--- src/rtl/nibio_pkg.sv ---
package nibio_pkg;
  typedef enum logic [1:0] {
    IX_WAIT_PTR = 2'd0,
    IX_LO       = 2'd1,
    IX_HI       = 2'd2
  } ix_state_e;
endpackage

--- src/rtl/nibio_redirect.sv ---
module nibio_redirect #(
  parameter int AW = 4,
  parameter logic [AW-1:0] MY_ADDR = '1
) (
  input  logic          clk,
  input  logic          rst_n,
  input  logic          stb_i,
  input  logic          wr_i,
  input  logic [AW-1:0] addr_i,
  input  logic [AW-1:0] wdata_i,
  input  logic          consume_i,
  output logic          pend_o,
  output logic [AW-1:0] tag_o,
  output logic [AW-1:0] rd_o
);
  logic          hit;
  logic          pend_q, pend_n;
  logic [AW-1:0] tag_q, tag_n;
  logic          en;

  assign hit = stb_i && (addr_i == MY_ADDR);

  always_comb begin
    pend_n = pend_q;
    tag_n  = tag_q;
    if (hit && wr_i) begin
      pend_n = 1'b1;
      tag_n  = wdata_i;
    end else if (consume_i) begin
      pend_n = 1'b0;
      tag_n  = '0;
    end
  end

  assign en = (hit && wr_i) || consume_i;

  always_ff @(posedge clk or negedge rst_n) begin
    if (!rst_n) begin
      pend_q <= 1'b0;
      tag_q  <= '0;
    end else if (en) begin
      pend_q <= pend_n;
      tag_q  <= tag_n;
    end
  end

  assign pend_o = pend_q;
  assign tag_o  = tag_q;
  assign rd_o   = (hit && !wr_i && pend_q) ? tag_q : '0;

  // a redirect write always leaves exactly the written target pending
  a_r6_redirect_load: assert property (@(posedge clk) disable iff (!rst_n)
    (hit && wr_i) |=> (pend_q && tag_q == $past(wdata_i)));
endmodule

--- src/rtl/nibio_dual.sv ---
module nibio_dual #(
  parameter int AW = 4,
  parameter int DW = 4,
  parameter logic [AW-1:0] MY_ADDR = 2
) (
  input  logic          clk,
  input  logic          rst_n,
  input  logic          stb_i,
  input  logic          wr_i,
  input  logic [AW-1:0] addr_i,
  input  logic [DW-1:0] wdata_i,
  input  logic          sel_i,
  output logic          consume_o,
  output logic [DW-1:0] rd_o
);
  localparam int BW = 2 * DW;

  logic          hit, sec_now;
  logic          phase_q, phase_n;
  logic [DW-1:0] main_q, main_n;
  logic [DW-1:0] stage_q, stage_n;
  logic [BW-1:0] sec_q, sec_n;

  assign hit     = stb_i && (addr_i == MY_ADDR);
  // a transfer already under way stays on the secondary byte
  assign sec_now = phase_q || sel_i;
  assign consume_o = hit && !phase_q && sel_i;

  always_comb begin
    phase_n = phase_q;
    main_n  = main_q;
    stage_n = stage_q;
    sec_n   = sec_q;
    if (hit) begin
      if (sec_now) begin
        phase_n = !phase_q;
        if (wr_i && !phase_q) stage_n = wdata_i;
        if (wr_i && phase_q)  sec_n   = {wdata_i, stage_q};
      end else if (wr_i) begin
        main_n = wdata_i;
      end
    end
  end

  always_ff @(posedge clk or negedge rst_n) begin
    if (!rst_n) begin
      phase_q <= 1'b0;
      main_q  <= '0;
      stage_q <= '0;
      sec_q   <= '0;
    end else if (hit) begin
      phase_q <= phase_n;
      main_q  <= main_n;
      stage_q <= stage_n;
      sec_q   <= sec_n;
    end
  end

  always_comb begin
    rd_o = '0;
    if (hit && !wr_i) begin
      if (!sec_now)     rd_o = main_q;
      else if (phase_q) rd_o = sec_q[BW-1:DW];
      else              rd_o = sec_q[DW-1:0];
    end
  end

  // the secondary byte only moves on a high-nibble write
  a_r4_no_half_write: assert property (@(posedge clk) disable iff (!rst_n)
    !(hit && wr_i && phase_q) |=> $stable(sec_q));
  // the second nibble always ends the byte transfer
  a_r5_phase_return: assert property (@(posedge clk) disable iff (!rst_n)
    (hit && phase_q) |=> !phase_q);
  // the main nibble is untouched during a secondary transfer
  a_r4_main_kept: assert property (@(posedge clk) disable iff (!rst_n)
    (hit && sec_now) |=> $stable(main_q));
endmodule

--- src/rtl/nibio_indexed.sv ---
module nibio_indexed
  import nibio_pkg::*;
#(
  parameter int AW = 4,
  parameter int DW = 4,
  parameter logic [AW-1:0] MY_ADDR = 1
) (
  input  logic          clk,
  input  logic          rst_n,
  input  logic          stb_i,
  input  logic          wr_i,
  input  logic [AW-1:0] addr_i,
  input  logic [DW-1:0] wdata_i,
  output logic [DW-1:0] rd_o
);
  localparam int BW   = 2 * DW;
  localparam int NSUB = 1 << DW;

  logic          hit;
  ix_state_e     st_q, st_n;
  logic [DW-1:0] ptr_q, ptr_n;
  logic [DW-1:0] stage_q, stage_n;
  logic [BW-1:0] bank_q [NSUB];
  logic          commit;
  logic [BW-1:0] cur;

  assign hit    = stb_i && (addr_i == MY_ADDR);
  assign commit = hit && wr_i && (st_q == IX_HI);
  assign cur    = bank_q[ptr_q];

  always_comb begin
    st_n    = st_q;
    ptr_n   = ptr_q;
    stage_n = stage_q;
    if (hit) begin
      unique case (st_q)
        IX_WAIT_PTR: if (wr_i) begin
          ptr_n = wdata_i;
          st_n  = IX_LO;
        end
        IX_LO: begin
          if (wr_i) stage_n = wdata_i;
          st_n = IX_HI;
        end
        IX_HI:   st_n = IX_WAIT_PTR;
        default: st_n = IX_WAIT_PTR;
      endcase
    end
  end

  always_ff @(posedge clk or negedge rst_n) begin
    if (!rst_n) begin
      st_q    <= IX_WAIT_PTR;
      ptr_q   <= '0;
      stage_q <= '0;
    end else if (hit) begin
      st_q    <= st_n;
      ptr_q   <= ptr_n;
      stage_q <= stage_n;
    end
  end

  for (genvar g = 0; g < NSUB; g++) begin : g_entry
    always_ff @(posedge clk or negedge rst_n) begin
      if (!rst_n)
        bank_q[g] <= '0;
      else if (commit && (ptr_q == DW'(g)))
        bank_q[g] <= {wdata_i, stage_q};
    end
  end

  always_comb begin
    rd_o = '0;
    if (hit && !wr_i) begin
      unique case (st_q)
        IX_LO:   rd_o = cur[DW-1:0];
        IX_HI:   rd_o = cur[BW-1:DW];
        default: rd_o = '0;
      endcase
    end
  end

  // a pointer write moves to the low-nibble step with that pointer
  a_r7_ptr_load: assert property (@(posedge clk) disable iff (!rst_n)
    (hit && wr_i && st_q == IX_WAIT_PTR) |=> (st_q == IX_LO && ptr_q == $past(wdata_i)));
  // a read while waiting for a pointer keeps waiting
  a_r8_wait_hold: assert property (@(posedge clk) disable iff (!rst_n)
    (hit && !wr_i && st_q == IX_WAIT_PTR) |=> (st_q == IX_WAIT_PTR));
  // the selected entry is unchanged unless the high nibble is written
  a_r7_entry_kept: assert property (@(posedge clk) disable iff (!rst_n)
    !commit |=> $stable(cur) || !$stable(ptr_q));
endmodule

--- src/rtl/nibio_fabric.sv ---
module nibio_fabric #(
  parameter int AW = 4,
  parameter int DW = 4,
  parameter logic [AW-1:0] REDIR_ADDR = 4'hF,
  parameter logic [AW-1:0] DUAL_ADDR  = 4'h2,
  parameter logic [AW-1:0] INDEX_ADDR = 4'h1
) (
  input  logic          clk,
  input  logic          rst_n,
  input  logic          stb_i,
  input  logic          wr_i,
  input  logic [AW-1:0] addr_i,
  input  logic [DW-1:0] wdata_i,
  output logic [DW-1:0] rdata_o
);
  logic          pend, consume, dual_sel;
  logic [AW-1:0] tag, rd_redir;
  logic [DW-1:0] rd_dual, rd_index;
  logic [DW-1:0] rdata_q, rdata_n;
  logic          rd_any;

  nibio_redirect #(.AW(AW), .MY_ADDR(REDIR_ADDR)) u_redir (
    .clk(clk), .rst_n(rst_n), .stb_i(stb_i), .wr_i(wr_i), .addr_i(addr_i),
    .wdata_i(AW'(wdata_i)), .consume_i(consume), .pend_o(pend), .tag_o(tag),
    .rd_o(rd_redir));

  assign dual_sel = pend && (tag == DUAL_ADDR);

  nibio_dual #(.AW(AW), .DW(DW), .MY_ADDR(DUAL_ADDR)) u_dual (
    .clk(clk), .rst_n(rst_n), .stb_i(stb_i), .wr_i(wr_i), .addr_i(addr_i),
    .wdata_i(wdata_i), .sel_i(dual_sel), .consume_o(consume), .rd_o(rd_dual));

  nibio_indexed #(.AW(AW), .DW(DW), .MY_ADDR(INDEX_ADDR)) u_index (
    .clk(clk), .rst_n(rst_n), .stb_i(stb_i), .wr_i(wr_i), .addr_i(addr_i),
    .wdata_i(wdata_i), .rd_o(rd_index));

  assign rd_any  = stb_i && !wr_i;
  assign rdata_n = rd_any ? (DW'(rd_redir) | rd_dual | rd_index) : '0;

  always_ff @(posedge clk or negedge rst_n) begin
    if (!rst_n) rdata_q <= '0;
    else        rdata_q <= rdata_n;
  end

  assign rdata_o = rdata_q;

  // no IN strobe, no read data in the next cycle
  a_r10_idle_zero: assert property (@(posedge clk) disable iff (!rst_n)
    !(stb_i && !wr_i) |=> (rdata_o == '0));
  // a pending target is consumed by one access of the two-register module
  a_r3_consume_once: assert property (@(posedge clk) disable iff (!rst_n)
    (consume && !(stb_i && wr_i && addr_i == REDIR_ADDR)) |=> !pend);
  // reads of an address that no module claims return zero
  a_r9_unclaimed_zero: assert property (@(posedge clk) disable iff (!rst_n)
    (stb_i && !wr_i && addr_i != REDIR_ADDR && addr_i != DUAL_ADDR &&
     addr_i != INDEX_ADDR) |=> (rdata_o == '0));
endmodule

--- config.mk ---
export PLATFORM = sky130hd
export DESIGN_NAME = nibio_fabric
export DESIGN_NICKNAME = d
export VERILOG_FILES = /design/src/rtl/nibio_pkg.sv /design/src/rtl/nibio_redirect.sv /design/src/rtl/nibio_dual.sv /design/src/rtl/nibio_indexed.sv /design/src/rtl/nibio_fabric.sv
export SDC_FILE = /design/constraint.sdc
export NUM_CORES = 1
export LEC_CHECK = 0
export BUFFER_PORTS_ARGS = -buffer_cell sky130_fd_sc_hd__buf_2
export CORE_MARGIN = 1.5
export CORE_UTILIZATION = 50
export DETAILED_ROUTE_END_ITERATION = 7
export GPL_ROUTABILITY_DRIVEN = 0
export MAX_ROUTING_LAYER = met4
export PLACE_DENSITY = 0.66
export SLEW_MARGIN = 10
export SYNTH_ARGS = -nofsm -noshare
export SYNTH_HDL_FRONTEND = slang
export SYNTH_SLANG_ARGS = --single-unit
--- constraint.sdc ---
create_clock -name clk -period 3.8 [get_ports clk]
set_clock_uncertainty 0.15 [all_clocks]
set_input_delay 0.57 -clock clk [delete_from_list [all_inputs] [get_ports clk]]
set_output_delay 0.57 -clock clk [all_outputs]
set_load 0.01 [all_outputs]
; Yosys cells after proc, flatten, opt, wreduce, memory -nomap -nowiden
; Cells that the tools add are included.
[op_classes]
muxes = 16
reduce_logical = 47
bitwise = 4
eq_ne = 22
n_lt_le_gt_ge = 1
[op_table]
columns = op, n
row1 = 4-bit == test (second input constant), 9
row2 = 8-bit binary-select mux with 4-bit select, 1
row3 = 1-bit logical AND, 32
row4 = 4-bit two-way mux, 8
row5 = 4-bit by 2-bit == test with 1-bit output (second input constant), 4
row6 = 4-bit by 3-bit == test with 1-bit output (second input constant), 4
row7 = 8-bit two-way mux, 2
row8 = 3-bit AND reduction, 5
row9 = 4-bit by 1-bit == test with 1-bit output (second input constant), 2
row10 = 4-bit bitwise OR, 2
row11 = 4-bit case mux with 2 select lines, 1
row12 = 2-bit AND reduction, 3
row13 = 5-bit greater-or-equal comparator (second input constant), 1
row14 = 4-bit inverter with 5-bit output, 1
row15 = 4-bit logical NOT, 1
row16 = 2-bit case mux with 2 select lines, 1
row17 = 2-bit by 1-bit == test with 1-bit output (second input constant), 1
row18 = 2-bit == test (second input constant), 1
row19 = 1-bit logical NOT, 2
row20 = 2-bit logical NOT, 1
row21 = 1-bit logical OR, 2
row22 = 1-bit two-way mux, 2
row23 = 2-bit two-way mux, 1
row24 = 2-bit inequality test (second input constant), 1
row25 = other kinds (2), 2
[word_totals]
word_cells = 116
input_bits = 12
register_bits = 164

; Longest topological paths before layout
; Gate-level depths: netlist of the first run.
[logic_depth]
word_depth = 8
depth_mapped = 7
depth_no_buf = 6

; Modules after synthesis
; From an unflattened synthesis of the first run, not the netlist that was laid out.
[unflattened]
cells_unflattened = 499
area_unflattened_um2 = 7867.5
[modules_own_cells]
columns = mod, area_per_inst_um2, n_inst, seq_area_each_um2, cells_per_inst
row1 = nibio_indexed, 6578.8, 1, 3453.3, 401
row2 = nibio_dual, 840.8, 1, 425.4, 60
row3 = nibio_redirect, 285.3, 1, 125.1, 23
row4 = nibio_fabric, 162.7, 1, 100.1, 15

; Least setup slack after synthesis of the first run
; Ideal clock, no wire load.
[synth_timing]
path_kind = in2reg
startpoint = in addr_i[3]
endpoint = reg u_index.bank_q[112] in the netlist's numbering
setup_slack_ps = 1404
arrival_ps = 2122
stages = 5
required_ps = 3525
path_cell_list = nor3b_1 -> buf_2 -> nand4_1 -> nor3_2 -> mux2_2
[synth_between]
elab_chain_cells = 5
[synth_lines]
columns = item, line_no
row1 = start: declaration, nibio_fabric.sv:12  ; input logic [AW-1:0] addr_i,
row2 = 4-bit by 1-bit == test with 1-bit output, nibio_indexed.sv:27  ; assign hit = stb_i && (addr_i == MY_ADDR);
row3 = 1-bit logical AND, nibio_indexed.sv:27
row4 = 1-bit logical AND (2 in series), nibio_indexed.sv:28  ; assign commit = hit && wr_i && (st_q == IX_HI);
row5 = 1-bit logical AND, nibio_indexed.sv:67  ; else if (commit && (ptr_q == DW'(g)))
row6 = end signal: indexed assignment, nibio_indexed.sv:68  ; bank_q[g] <= {wdata_i, stage_q};
row7 = end: declaration, nibio_indexed.sv:23  ; logic [BW-1:0] bank_q [NSUB];
; No other way between the ends.
; A chain may end at the register's enable or synchronous reset.

; Final worst setup path of the first run
[layout_timing]
startpoint = reg u_index.ptr_q[0]
endpoint = reg u_index.bank_q[85] in the netlist's numbering
[layout_between]
elab_chain_cells = 2
[layout_lines]
columns = item, line_no
row1 = start: declaration, nibio_indexed.sv:21  ; logic [DW-1:0] ptr_q, ptr_n;
row2 = start signal: assignment, nibio_indexed.sv:58  ; ptr_q <= ptr_n;
row3 = 4-bit by 3-bit == test with 1-bit output, nibio_indexed.sv:67
row4 = 1-bit logical AND, nibio_indexed.sv:67
; No other way between the ends.

==> impl_metrics.toml, run 1 <==
[outcome]
status = "finished clean"

[global_route]
grt_use_total_pct = 23.1
grt_pass1_vias = 4733
antenna_found_initial = 0
grt_overflow_total = 0
grt_max_degree = 83
grt_pass1_wl_um = 26700

[placed_design]
hpwl_um = 10700
io_buffers = 15
dp_cells = 699
place_area_mm2 = 0.00791
place_worst_setup_slack_ns = 0.904

[hold_path]
hp-class = "input pin to async pin"

[layout]
instances_no_fill = 728
fin_util_pct = 56.6
drive_gt1_share_pct = 48.9
n_antenna_cell = 0
final_cell_area_mm2 = 0.00854
final_cell_mix = "dfrtp_1 (162), mux2_2 (161), mux4_2 (26), clkbuf_16 (17), buf_2 (14)"
layout_commonest_cell = "dfrtp_1"
nFillCells = 1159
area_growth_pct = 11.7
final_nets = 547

[floorplanning]
num_rows = 45
die_area_mm2 = 0.0160
die-height_um = 127
core_area_mm2 = 0.0151
initial_utilization_pct = 50.6
die_x_um = 127
top_level_ports = 16

[worst_setup_path]
path_class = "flop to flop"
path_delay_family = "simple AND/OR/NAND/NOR gates"
max_stage_delay_ns = 1.05
crit_chain = "nor2b_1, nand4_1, nor2_2, mux2_2"
cp-start-kind = "flop"
critPathCaptureType = "flop"
path_buf_inv = 0
worst_ep_required_time_ns = 3.95
path_max_fanout = 34
critPathSlowestCell = "dfrtp_2"
critPathArrivalTime_ns = 3.03

[sta]
rsz0062_at_grt = "no"
finalHoldViolCount = 0
period_share_pct = 75.8
setup_viol = 0
timing.fmax_mhz = 347
finalWorstSetupSlack_ns = 0.918
tns_ns = 0
period_needed_ns = 2.88
final-max-slew-violation-count = 0
max-slew-margin-rel_pct = 31.3
finalHoldWorstSlack_ns = 0.0335
worstMarginPinSlew_ns = 1.03

[cts]
cts-root-buf = "clkbuf_16"
path_clk_slew_ns = 0.06
postCtsSetupBuffers = 0
postCtsHoldBufs = 0
htree_levels = 4
cts_resized = 0
cts.sinks = 164
cts_buffers = 17
cts_tree = "done"
clockBufferDepth = 2
clk_latency_ns = 0.42

[synthesis]
ys_seq_elements = 164
async_flop_share_pct = 100
yosys-top-cells-area = "dfrtp_1 (54%), mux2_2 (24%), mux4_2 (7.7%)"
synthAdderAreaFrac_pct = 0.819
seq_area_frac_synth_pct = 53.7
synthMuxAreaShare_pct = 33.2
synth-edff-count = 0
synth_top_area_cell = "dfrtp_1"
yosys.area_share.xor_xnor_pct = 0
synthCells = 514
synth_top_family_by_area = "multiplexers"
synth-warning-count = 0
avgSynthCellArea_um2 = 14.9
yosysTopAreaCellShare_pct = 53.7
synthesis.area_mm2 = 0.00764
synth_compound_gate_area_share_pct = 2.98
synth_simple_gate_area_share_pct = 7.20
syn_nets = 531
synthFlopType = "dfrtp_1"
synth_cell_types = 47

[power_and_ir_drop]
design_power_total_mw = 4.15
p_leak_nw = 4.02
ir_worst_vdd_v = 0.000372
power_density_mw_per_mm2 = 486

[route]
drtAntennaViolNets = 0
drt-vias-per-instance = 6.06
wl_per_cell_um = 22.7
first_iter_violations = 268
drcViolationCount = 0
route.vias.total = 4412
wirelength_um = 16500
drt_pre_antenna_iters = 4

[job]
drv_cap = 0
[cells in the mapped netlist (all sizes together) (4+ instances only)]
cell    count
a22oi       4
a31oi       7
buf        13
clkbuf     17
dfrtp     164
ha          5
inv         5
mux2      161
mux4       30
nand2      13
nand2b      5
nand3       8
nand4       8
nor2       13
nor2b      12
nor3        8
o21ai       7
[worst reg2reg max path, stage by stage (launching register included)]
cell     delay [ns]
dfrtp_2        1.05
nor2b_1        0.25
nand4_1        0.29
nor2_2         0.62
mux2_2         0.41
[area by class of cell]
| class | count | area [um2] | share of cell area, % |
|---|---|---|---|
| Clock buffer | 21 | 480 | 5.63 |
| Clock inverter | 8 | 150 | 1.76 |
| Inverter | 5 | 18.8 | 0.220 |
| Multi-Input combinational cell | 315 | 3370 | 39.5 |
| Sequential cell | 164 | 4110 | 48.1 |
| Tap cell | 188 | 235 | 2.76 |
| Timing Repair Buffer | 27 | 171 | 2.01 |
[cell families after synthesis]
group,count (synthesis)
mux,194
fa+ha+maj,5
flops,164
simple gates,83
buf+inv,35
compound gates,33
[worst paths after layout]
check,startpoint,end,slack (ns),depth (start not counted)
max in group asynchronous,rst_n,u_index.bank_q[120],2.54,2
min in group clk,u_dual.sec_q[5],u_dual.sec_q[5],0.34,2
worst min-delay path,rst_n,u_dual.stage_q[3],0.03,1
worst max-delay path,u_index.ptr_q[0],u_index.bank_q[85],0.92,4
worst max register to register,u_index.ptr_q[0],u_index.bank_q[85],0.92,4
worst min register to register,u_dual.sec_q[5],u_dual.sec_q[5],0.34,2
[where the power goes]
group	internal (mW)	switching, mW
registers	1.80	0.171
clock network	1.16	0.661
logic	0.172	0.185
[sequential cells by signal (all words and copies together), names as in the netlist]
name             flops
u_index.bank_q     128
u_dual.sec_q         8
rdata_o              4
u_dual.main_q        4
u_dual.stage_q       4
u_index.ptr_q        4
u_index.stage_q      4
u_redir.tag_o        4
u_index.st_q         2
u_dual.phase_q       1
u_redir.pend_o       1
[metal layers]
metal  global-route usage, %  wire length (um)  vias to the layer above
met5                       -                 0                        -
met4                    7.30               235                        0
met3                    5.86               623                       21
met2                    36.2              8200                       87
met1                    29.9              7460                     2357
li1                        -                 -                     1947
(Power assumes the default switching activity.)
==> inputs of run 2 (changes only) <==
--- a/config.mk
+++ b/config.mk
@@ -5,13 +5,14 @@
 export SDC_FILE = /design/constraint.sdc
 export NUM_CORES = 1
 export LEC_CHECK = 0
+export ABC_AREA = 1
 export BUFFER_PORTS_ARGS = -buffer_cell sky130_fd_sc_hd__buf_2
 export CORE_MARGIN = 1.5
 export CORE_UTILIZATION = 50
 export DETAILED_ROUTE_END_ITERATION = 7
 export GPL_ROUTABILITY_DRIVEN = 0
 export MAX_ROUTING_LAYER = met4
-export PLACE_DENSITY = 0.66
+export PLACE_DENSITY = 0.68
 export SLEW_MARGIN = 10
 export SYNTH_ARGS = -nofsm -noshare
 export SYNTH_HDL_FRONTEND = slang
==> constraint.sdc (replaced) <==
create_clock -name clk -period 2.4 [get_ports clk]
set_clock_uncertainty 0.15 [all_clocks]
set_input_delay 0.36 -clock clk [delete_from_list [all_inputs] [get_ports clk]]
set_output_delay 0.36 -clock clk [all_outputs]
set_load 0.01 [all_outputs]
==> run 2 against run 1 <==
Against the previous run:
- via count up 40%
- routed wire length up 11%
- combinational power up 86%
- cell count up 67%
- fmax up 31%
- critical path depth up 3
- worst setup slack worse by 0.73 ns
- count of clock-buffer cells in the layout down 4
- highest routed layer unchanged
==> impl_metrics.toml, run 2 <==
[synthesis]
async_flop_share_pct = 100
ys_seq_elements = 164
synthCells = 992
synth-edff-count = 0
synth_cell_types = 27
seq_area_frac_synth_pct = 51.9
yosys-top-cells-area = "dfrtp_1 (52%), nand2_1 (25%), o21ai_0 (5.4%)"
syn_nets = 1009
synth_top_area_cell = "dfrtp_1"
yosysMostFrequentCell = "nand2_1"
yosysTopAreaCellShare_pct = 51.9
synthFlopType = "dfrtp_1"
synthesis.area_mm2 = 0.00790
synth_common_cells = "nand2_1 (516), dfrtp_1 (164), o21ai_0 (85)"
avgSynthCellArea_um2 = 7.96
synth-warning-count = 0

[sta]
worstMarginPinSlew_ns = 0.773
final-max-slew-violation-count = 0
rsz0062_at_grt = "no"
timing.fmax_mhz = 453
tns_ns = 0
period_share_pct = 92.0
finalHoldWorstSlack_ns = 0.137
max-slew-margin-rel_pct = 48.4
setup_viol = 0
period_needed_ns = 2.21
finalWorstSetupSlack_ns = 0.193
finalHoldViolCount = 0

[global_route]
grt_pass1_wl_um = 30900
grt_pass1_vias = 5899
grt_use_total_pct = 25.2
grt_max_degree = 68
antenna_found_initial = 0
grt_overflow_total = 0

[placed_design]
dp_cells = 1180
hpwl_um = 11200
place_worst_setup_slack_ns = 0.234
io_buffers = 15

[cts]
cts.sinks = 164
postCtsSetupBuffers = 0
htree_levels = 4
clockBufferDepth = 2
clk_latency_ns = 0.44
cts_tree = "done"
path_clk_slew_ns = 0.07
cts-root-buf = "clkbuf_16"
cts_buffers = 17

[job]
drv_cap = 0

[route]
drtAntennaViolNets = 0
drcViolationCount = 0
wl_per_cell_um = 15.1
route.vias.total = 6178
drt-vias-per-instance = 5.09
wirelength_um = 18300
first_iter_violations = 492
drt_pre_antenna_iters = 7

[floorplanning]
initial_utilization_pct = 51.6
num_rows = 45
top_level_ports = 16
die-height_um = 129
die_area_mm2 = 0.0166
core_area_mm2 = 0.0153
die_x_um = 129

[worst_setup_path]
path_class = "flop to flop"
path_buf_inv = 1
worst_ep_required_time_ns = 2.56
critPathArrivalTime_ns = 2.37
path_max_fanout = 16
crit_chain = "inv_1, ha_1, nand2_4, nor3_4, nand2_4, nand2_1, o21ai_1"
cp-start-kind = "flop"
crit_start = "u_index.st_q[0]"
max_stage_delay_ns = 0.44
cpMostUsedCell = "nand2_4"
critPathSlowestCell = "nor3_4"
critPathCaptureType = "flop"
r2r-start = "u_index.st_q[0]"
path_delay_family = "simple AND/OR/NAND/NOR gates"
r2r_slack_ns = 0.19

[layout]
n_antenna_cell = 0
reg_top3 = "u_index.bank_q: 128 flops, u_dual.sec_q: 8 flops"
layout_commonest_cell = "nand2_1"
area_growth_pct = 10.8
final_cell_mix = "nand2_1 (516), dfrtp_1 (163), o21ai_0 (85), o21ai_1 (46), o21ai_2 (29)"
regMostFlops = "u_index.bank_q"
instances_no_fill = 1213
largest_reg_flops = 128
drive_gt1_share_pct = 12.6
final_nets = 1006

[power_and_ir_drop]
power_density_mw_per_mm2 = 731
ir_worst_vdd_v = 0.000510
p_leak_nw = 4.49

[hold_path]
hold_start = "wr_i"
hp-class = "input pin to flop"

[outcome]
status = "finished clean"
[run 2: cell types whose count changed in the layout (fill, tap and decap cells not counted), sizes merged, moves of 4 or more]
cell / previous run / this run
nand2: 13 / 533
mux2: 161 / 4
o21ai: 7 / 160
inv: 5 / 36
mux4: 30 / 0
nor2b: 12 / 0
a31oi: 7 / 0
buf: 27 / 34
nand2b: 5 / 0
nand4: 8 / 3
a22oi: 4 / 0
clkbuf: 21 / 17
nor3: 8 / 4
[run 2: layout make-up]
type	count	area, um2
fill	1419	6560
sequential	164	4110
multi-input combinational	744	3390
clock buffer	17	425
timing repair buffer	35	284
tap	211	264
clock inverter	15	183
inverter	27	101
[run 2: layer usage]
layer	share of wire [%]	global-route usage, %
met1	50	34.6
met3	2.8	5.24
met2	46	38.2
met4	1.6	7.27
met5	0	-
[run 2: stage by stage]
stage	instance area [um2]	total power [mW]	util (%)
after floorplan	7900	3.34	-
after global placement	8140	3.61	53.1
after detailed placement	8140	3.62	53.1
after CTS	8760	6.44	57.2
after global routing	8760	6.65	57.2
final	8760	6.40	57.2
[run 2: what timing repair did]
item	in CTS	in global routing
hold buffers	1	0
endpoints found under the hold margin	48	0
resized for setup	0	0
[run 2: final timing paths]
| kind | to | depth (start not counted) |
|---|---|---|
| hold / removal | u_redir.pend_o | 3 |
| hold reg to reg | u_dual.stage_q[2] | 2 |
| setup / recovery | u_index.bank_q[53] | 7 |
| min in group asynchronous | u_index.bank_q[89] | 2 |
| max in group asynchronous | u_dual.main_q[1] | 3 |
| setup reg to reg | u_index.bank_q[53] | 7 |
[run 2: cell families after synthesis]
group	Yosys count	share of synthesized area (%)
simple gates	565	29.3
compound gates	170	12.3
buf+inv	84	5.08
mux	4	0.570
fa+ha+maj	5	0.792
flops	164	51.9
[run 2: power by group]
group / internal [mW] / leakage, nW / switching, mW
clock network: 1.58 / 0.298 / 1.25
logic: 0.158 / 1.93 / 0.508
registers: 2.85 / 2.26 / 0.0535
[run 2: tightest hold or removal path: cells and delay by family]
family	cells	cell delay [ns]
buffers and inverters	1	0.10
and+or+nand+nor	2	0.23
